$ cat src/rtl/bfc_pkg.sv
package bfc_pkg;

    typedef enum logic [1:0] {
        CMD_IDLE  = 2'd0,
        CMD_READ  = 2'd1,
        CMD_WRITE = 2'd2
    } arr_cmd_e;

    typedef struct packed {
        logic start;   // load external address
        logic step;    // advance burst counter
        logic pause;   // hold current burst address
        logic drop;    // deselect
        logic wr;      // start is a write
    } cyc_class_t;

    localparam int CNT_W = 2;

    function automatic logic [CNT_W-1:0] burst_low(
        input logic [CNT_W-1:0] base,
        input logic [CNT_W-1:0] k,
        input logic             ilv
    );
        return ilv ? (base ^ k) : (base + k);
    endfunction

endpackage

$ cat src/rtl/bfc_lanes.sv
module bfc_lanes #(
    parameter int LANES = 8
) (
    input  logic             all_wr_n,
    input  logic             byte_wr_n,
    input  logic [LANES-1:0] lane_en_n,
    output logic [LANES-1:0] lanes,
    output logic             any_lane
);
    always_comb begin
        if (!all_wr_n)       lanes = '1;
        else if (!byte_wr_n) lanes = ~lane_en_n;
        else                 lanes = '0;
        any_lane = |lanes;
    end
endmodule

$ cat src/rtl/bfc_decode.sv
module bfc_decode
    import bfc_pkg::*;
(
    input  logic       cpu_strobe_n,
    input  logic       ctl_strobe_n,
    input  logic       adv_n,
    input  logic       sel_n,
    input  logic       sel_hi,
    input  logic       sel_lo_n,
    input  logic       any_lane,
    input  logic       burst_open,
    output cyc_class_t cls
);
    logic sec_ok;
    logic cpu_live;

    always_comb begin
        sec_ok   = sel_hi && !sel_lo_n;
        cpu_live = !cpu_strobe_n && !sel_n;
        cls      = '0;
        if (cpu_live) begin
            if (sec_ok) cls.start = 1'b1;
            else        cls.drop  = 1'b1;
        end else if (!ctl_strobe_n) begin
            if (sel_n || !sec_ok) begin
                cls.drop = 1'b1;
            end else begin
                cls.start = 1'b1;
                cls.wr    = any_lane;
            end
        end else if (burst_open) begin
            if (adv_n) cls.pause = 1'b1;
            else       cls.step  = 1'b1;
        end
    end
endmodule

$ cat src/rtl/bfc_counter.sv
module bfc_counter
    import bfc_pkg::*;
#(
    parameter int ADDR_W = 18
) (
    input  logic              clk,
    input  logic              rst,
    input  logic [ADDR_W-1:0] ext_addr,
    input  logic              ilv_order,
    input  logic              load,
    input  logic              adv,
    input  logic              hold,
    output logic [ADDR_W-1:0] addr_o
);
    localparam int UP_W = ADDR_W - CNT_W;

    logic [UP_W-1:0]  upper_q;
    logic [CNT_W-1:0] base_q;
    logic [CNT_W-1:0] k_q;
    logic             ilv_q;

    always_ff @(posedge clk) begin
        if (rst) begin
            upper_q <= '0;
            base_q  <= '0;
            k_q     <= '0;
            ilv_q   <= 1'b0;
        end else if (load) begin
            upper_q <= ext_addr[ADDR_W-1:CNT_W];
            base_q  <= ext_addr[CNT_W-1:0];
            k_q     <= '0;
            ilv_q   <= ilv_order;
        end else if (adv) begin
            k_q <= k_q + 1'b1;
        end
    end

    assign addr_o = {upper_q, burst_low(base_q, k_q, ilv_q)};

    assert_pause_hold_R9: assert property (@(posedge clk) disable iff (rst)
        hold |=> $stable(addr_o));

    assert_upper_kept_R8: assert property (@(posedge clk) disable iff (rst)
        adv |=> addr_o[ADDR_W-1:CNT_W] == $past(addr_o[ADDR_W-1:CNT_W]));

    assert_step_moves_R6: assert property (@(posedge clk) disable iff (rst)
        adv |=> addr_o[CNT_W-1:0] != $past(addr_o[CNT_W-1:0]));
endmodule

$ cat src/rtl/burst_front_ctrl.sv
module burst_front_ctrl
    import bfc_pkg::*;
#(
    parameter int ADDR_W = 18,
    parameter int LANES  = 8
) (
    input  logic              clk,
    input  logic              rst,
    input  logic [ADDR_W-1:0] ext_addr,
    input  logic              cpu_strobe_n,
    input  logic              ctl_strobe_n,
    input  logic              adv_n,
    input  logic              sel_n,
    input  logic              sel_hi,
    input  logic              sel_lo_n,
    input  logic              all_wr_n,
    input  logic              byte_wr_n,
    input  logic [LANES-1:0]  lane_en_n,
    input  logic              ilv_order,
    output logic [ADDR_W-1:0] arr_addr,
    output logic [1:0]        arr_cmd,
    output logic [LANES-1:0]  arr_wstb
);
    logic [LANES-1:0] lanes;
    logic             any_lane;
    cyc_class_t       cls;
    logic             open_q;
    arr_cmd_e         type_q;
    arr_cmd_e         cmd_q;
    arr_cmd_e         cmd_d;
    logic [LANES-1:0] wstb_q;

    bfc_lanes #(.LANES(LANES)) u_lanes (
        .all_wr_n (all_wr_n),
        .byte_wr_n(byte_wr_n),
        .lane_en_n(lane_en_n),
        .lanes    (lanes),
        .any_lane (any_lane)
    );

    bfc_decode u_decode (
        .cpu_strobe_n(cpu_strobe_n),
        .ctl_strobe_n(ctl_strobe_n),
        .adv_n       (adv_n),
        .sel_n       (sel_n),
        .sel_hi      (sel_hi),
        .sel_lo_n    (sel_lo_n),
        .any_lane    (any_lane),
        .burst_open  (open_q),
        .cls         (cls)
    );

    bfc_counter #(.ADDR_W(ADDR_W)) u_counter (
        .clk      (clk),
        .rst      (rst),
        .ext_addr (ext_addr),
        .ilv_order(ilv_order),
        .load     (cls.start),
        .adv      (cls.step),
        .hold     (cls.pause),
        .addr_o   (arr_addr)
    );

    always_comb begin
        if (cls.start)                  cmd_d = cls.wr ? CMD_WRITE : CMD_READ;
        else if (cls.step || cls.pause) cmd_d = type_q;
        else                            cmd_d = CMD_IDLE;
    end

    always_ff @(posedge clk) begin
        if (rst) begin
            open_q <= 1'b0;
            type_q <= CMD_READ;
            cmd_q  <= CMD_IDLE;
            wstb_q <= '0;
        end else begin
            if (cls.start) begin
                open_q <= 1'b1;
                type_q <= cmd_d;
            end else if (cls.drop) begin
                open_q <= 1'b0;
            end
            cmd_q  <= cmd_d;
            wstb_q <= (cmd_d == CMD_WRITE) ? lanes : '0;
        end
    end

    assign arr_cmd  = cmd_q;
    assign arr_wstb = wstb_q;

    assert_cpu_reads_R2: assert property (@(posedge clk) disable iff (rst)
        (!cpu_strobe_n && !sel_n && sel_hi && !sel_lo_n)
        |=> (arr_cmd == CMD_READ && arr_wstb == '0 && arr_addr == $past(ext_addr)));

    assert_ctl_desel_R5: assert property (@(posedge clk) disable iff (rst)
        (!ctl_strobe_n && sel_n) |=> arr_cmd == CMD_IDLE);

    assert_strobe_needs_write_R10: assert property (@(posedge clk) disable iff (rst)
        (arr_cmd != CMD_WRITE) |-> arr_wstb == '0);

    assert_pause_keeps_cmd_R11: assert property (@(posedge clk) disable iff (rst)
        (cls.pause || cls.step) |=> arr_cmd == $past(arr_cmd));
endmodule

$ cat config.mk
export PLATFORM = sky130hd
export DESIGN_NAME = burst_front_ctrl
export DESIGN_NICKNAME = d
export VERILOG_FILES = /design/src/rtl/bfc_pkg.sv /design/src/rtl/bfc_lanes.sv /design/src/rtl/bfc_decode.sv /design/src/rtl/bfc_counter.sv /design/src/rtl/burst_front_ctrl.sv
export SDC_FILE = /design/constraint.sdc
export NUM_CORES = 1
export LEC_CHECK = 0
export ABC_AREA = 1
export CORE_MARGIN = 4
export CORE_UTILIZATION = 30
export DETAILED_ROUTE_END_ITERATION = 12
export DONT_BUFFER_PORTS = 1
export PLACE_DENSITY_LB_ADDON = 0.05
export REMOVE_ABC_BUFFERS = 1
export SKIP_CTS_REPAIR_TIMING = 1
export SLEW_MARGIN = 15
export SYNTH_ARGS = -nofsm -noshare
export SYNTH_HDL_FRONTEND = slang
export SYNTH_HIERARCHICAL = 1
export SYNTH_SLANG_ARGS = --single-unit
$ cat constraint.sdc
create_clock -name clk -period 2.2 [get_ports clk]
set_input_delay 0.33 -clock clk [delete_from_list [all_inputs] [get_ports clk]]
set_output_delay 0.33 -clock clk [all_outputs]
set_load 0.005 [all_outputs]
==> flow_summary.yaml <==
floorplan:
  placement_rows: 25
  fp.coreArea_sq_um: 4790
  floorplan.die.height_microns: 78.9
  ioPinCount: 65
  floorplan.initialDensity: 0.315
  design.die.area_sq_um: 6220
  die_x_microns: 78.9
sta:
  timing.final.max_slew_violations: 0
  timing.final.ws_setup_ps: 767
  finalSetupViolCount: 0
  post-route-period-util: 0.651
  unrepaired_setup_endpoints_after_global_routing: "false"
  fin_tns_setup_ps: 0
  maxClockFrequency_mhz: 698
  worst_margin_slew_ps: 296
  relSlewSlack: 0.802
  finalWorstPathRequiredPeriod_ps: 1430
  clock_tree_skew_after_final_layout_ps: 3.32
  hold_viol: 0
logic_synthesis:
  top_cells_by_area_in_the_synthesized_netlist: "dfxtp_1 (45%), nor2_1 (13%), o21ai_0 (8.6%)"
  synth.cell_area_sq_um: 1510
  synth_warn: 6
  ys_async_sr_fraction: 0
  register_area_share_after_synthesis: 0.452
  post-synth-top-area-cell: "dfxtp_1"
  synth_cells: 194
  area_fraction_of_the_dominant_cell_type_after_synthesis: 0.452
  ys_ff_latch: 34
  synth_top_flop_cell: "dfxtp_1"
  syn_area_per_cell_sq_um: 7.77
  synthDistinctLibCells: 23
  synth-edff-count: 0
grt:
  antenna_found_initial: 0
  grt_first_pass_wirelength_microns: 5290
  grt_remaining_overflow: 0
  grt_start_max_net_pins: 25
  vias_in_the_first_global_route: 1129
  gr-usage-all-layers: 0.110
min_path:
  hold_path_depth: 1
  hp-class: "in2reg"
final_layout:
  multiInputGateArea_sq_um: 654
  register_cell_area_after_layout_sq_um: 681
  insertedDiodeCount: 0
  num-nets-final: 234
  area_growth_syn_to_layout_pct: 8.14
  drive_gt1_frac: 0.147
  fillerInstances: 514
  finalNonFillerCells: 264
  fin_util: 0.340
setup_path:
  crit_chain: "ha_1 > inv_1 > nor2_1 > nand3_1 > nand2_1 > inv_1"
  cp_slowest_stage_delay_ps: 360
  cpMaxStageDelayCell: "dfxtp_1"
  crit_path_max_fanout: 3
  cp_data_required_time_ps: 1870
  cp.arrival_ps: 1100
  criticalPathCategory: "reg2out"
  setup.worst_path.start_class: "register"
  critical_path.most_common_cell: "inv_1"
  reg2reg_path_depth: 7
  end_kind: "primary output"
clocking:
  clkSinkCount: 34
  tritoncts: "built"
  cts_made_buffers: 5
  clock_tree.root_cell: "clkbuf_8"
  clock_latency_ps: 280
  clock_tree.htree_level_count: 2
  clock_transition_at_the_registers_of_the_reported_paths_ps: 70
  clock_tree.buffer_depth: 2
detailed_routing:
  drtIter0Drc: 61
  detailedRoute.firstPassIterationCount: 4
  vias: 1163
  postRouteAntennaNets: 0
  postRouteWirelength_microns: 3270
  drcViolationCount: 0
  routed_wire_length_per_instance_microns: 12.4
  vias_per_cell: 4.41
power:
  vdd.ir_drop.worst_v: 0.000255
  clock_power_share: 0.398
  share_seq_of_total_power: 0.540
  total_leakage_power_uw: 0.000767
  p_total_uw: 1200
  power.share.combinational: 0.062
  power_density_nw_per_um2: 736
  internal_power_uw: 912
  power_dissipated_by_switching_net_loads_uw: 286
  switching_share: 0.239
run_status:
  run_status: "finished, final reports clean"
place:
  dp_slack_ps: 714
  placedCellCount: 256
  dp_hpwl_microns: 2560
  place.port_buffers: 0
  gp_routability_congestion: 0.703
run:
  cap_violations: 0
## final cells by class
cell class / count / area share
multi-input combinational: 126 / 0.402
inverter: 28 / 0.0661
tap: 67 / 0.0515
clock buffer: 6 / 0.0507
clock inverter: 2 / 0.00768
timing repair buffer: 1 / 0.00461
sequential: 34 / 0.418
## stage by stage
step | area (sq um) | hold WS [ps]
floorplan | 1440 | 399
global placement | 1530 | 406
detailed placement | 1530 | 403
CTS | 1630 | 103
global route | 1630 | 92.2
finish | 1630 | 116
## kinds of logic after synthesis
group | synth area share
simple gates | 0.287
compound gates | 0.140
buf+inv | 0.114
flops | 0.452
fa+ha+maj | 0.00830
## metal layers
metal | track usage | vias up | routed length (microns)
met3 | 0.0669 | 2 | 422
met2 | 0.178 | 47 | 1570
met4 | 0.0464 | 0 | 27
li1 | - | 612 | -
met1 | 0.116 | 502 | 1250
met5 | 0 | - | 0
## critical path: cells and delay by family (launching register included)
family / cells / cell delay, ps
adder cells (fa/ha/maj): 1 / 180
buffers and inverters: 2 / 90
AND/OR/NAND/NOR: 3 / 210
flip-flops: 1 / 360
## power groups by stage
| stage | clock network (uW) | logic, uW | registers (uW) |
|---|---|---|---|
| after floorplan | 0 | 62.0 | 657 |
| after global placement | 0 | 75.1 | 661 |
| final | 477 | 74.9 | 647 |
| after global routing | 528 | 87.5 | 648 |
| after detailed placement | 0 | 76.4 | 661 |
| after CTS | 494 | 76.8 | 647 |
## state kept, by name, indices dropped and copies added, names as in the netlist
| name | cells |
|---|---|
| u_counter/ilv_q | 1 |
| open_q | 1 |
| u_counter/k_q | 2 |
| u_counter/upper_q | 16 |
| arr_cmd | 2 |
| arr_wstb | 8 |
| type_q | 2 |
| u_counter/base_q | 2 |
## cell usage in the layout (no fill, tap or decap)
cell type   count
nor2_1         51
dfxtp_1        34
inv_1          26
o21ai_0        26
nand2_1        16
nor3_2          8
clkbuf_8        6
a21oi_1         5
nand3_1         5
nand2_2         3
a21oi_2         3
nand2_4         1
nand3_4         1
o211ai_1        1
clkinv_2        1
clkinvlp_4      1
buf_4           1
inv_4           1
inv_2           1
o21ai_1         1
o21ai_2         1
ha_1            1
nand3b_4        1
nand3b_1        1
o21a_1          1
## synth_stat cells, types with 3 or more instances
library cell   n
nor2_1        51
dfxtp_1       34
inv_1         26
o21ai_0       26
nand2_1       16
nor3_2         8
a21oi_1        5
buf_6          5
nand3_1        5
a21oi_2        3
nand2_2        3
## path summary, 6_finish.rpt
path,slack [ps],end,from
setup / recovery,770,arr_addr[1],u_counter/k_q[0]$_SDFFE_PP0P_
hold / removal,120,open_q$_SDFFE_PP0P_,rst
setup reg to reg,970,arr_wstb[3]$_SDFF_PP0_,open_q$_SDFFE_PP0P_
hold reg to reg,480,u_counter/ilv_q$_SDFFE_PP0P_,u_counter/ilv_q$_SDFFE_PP0P_
(Power assumes the default switching activity.)
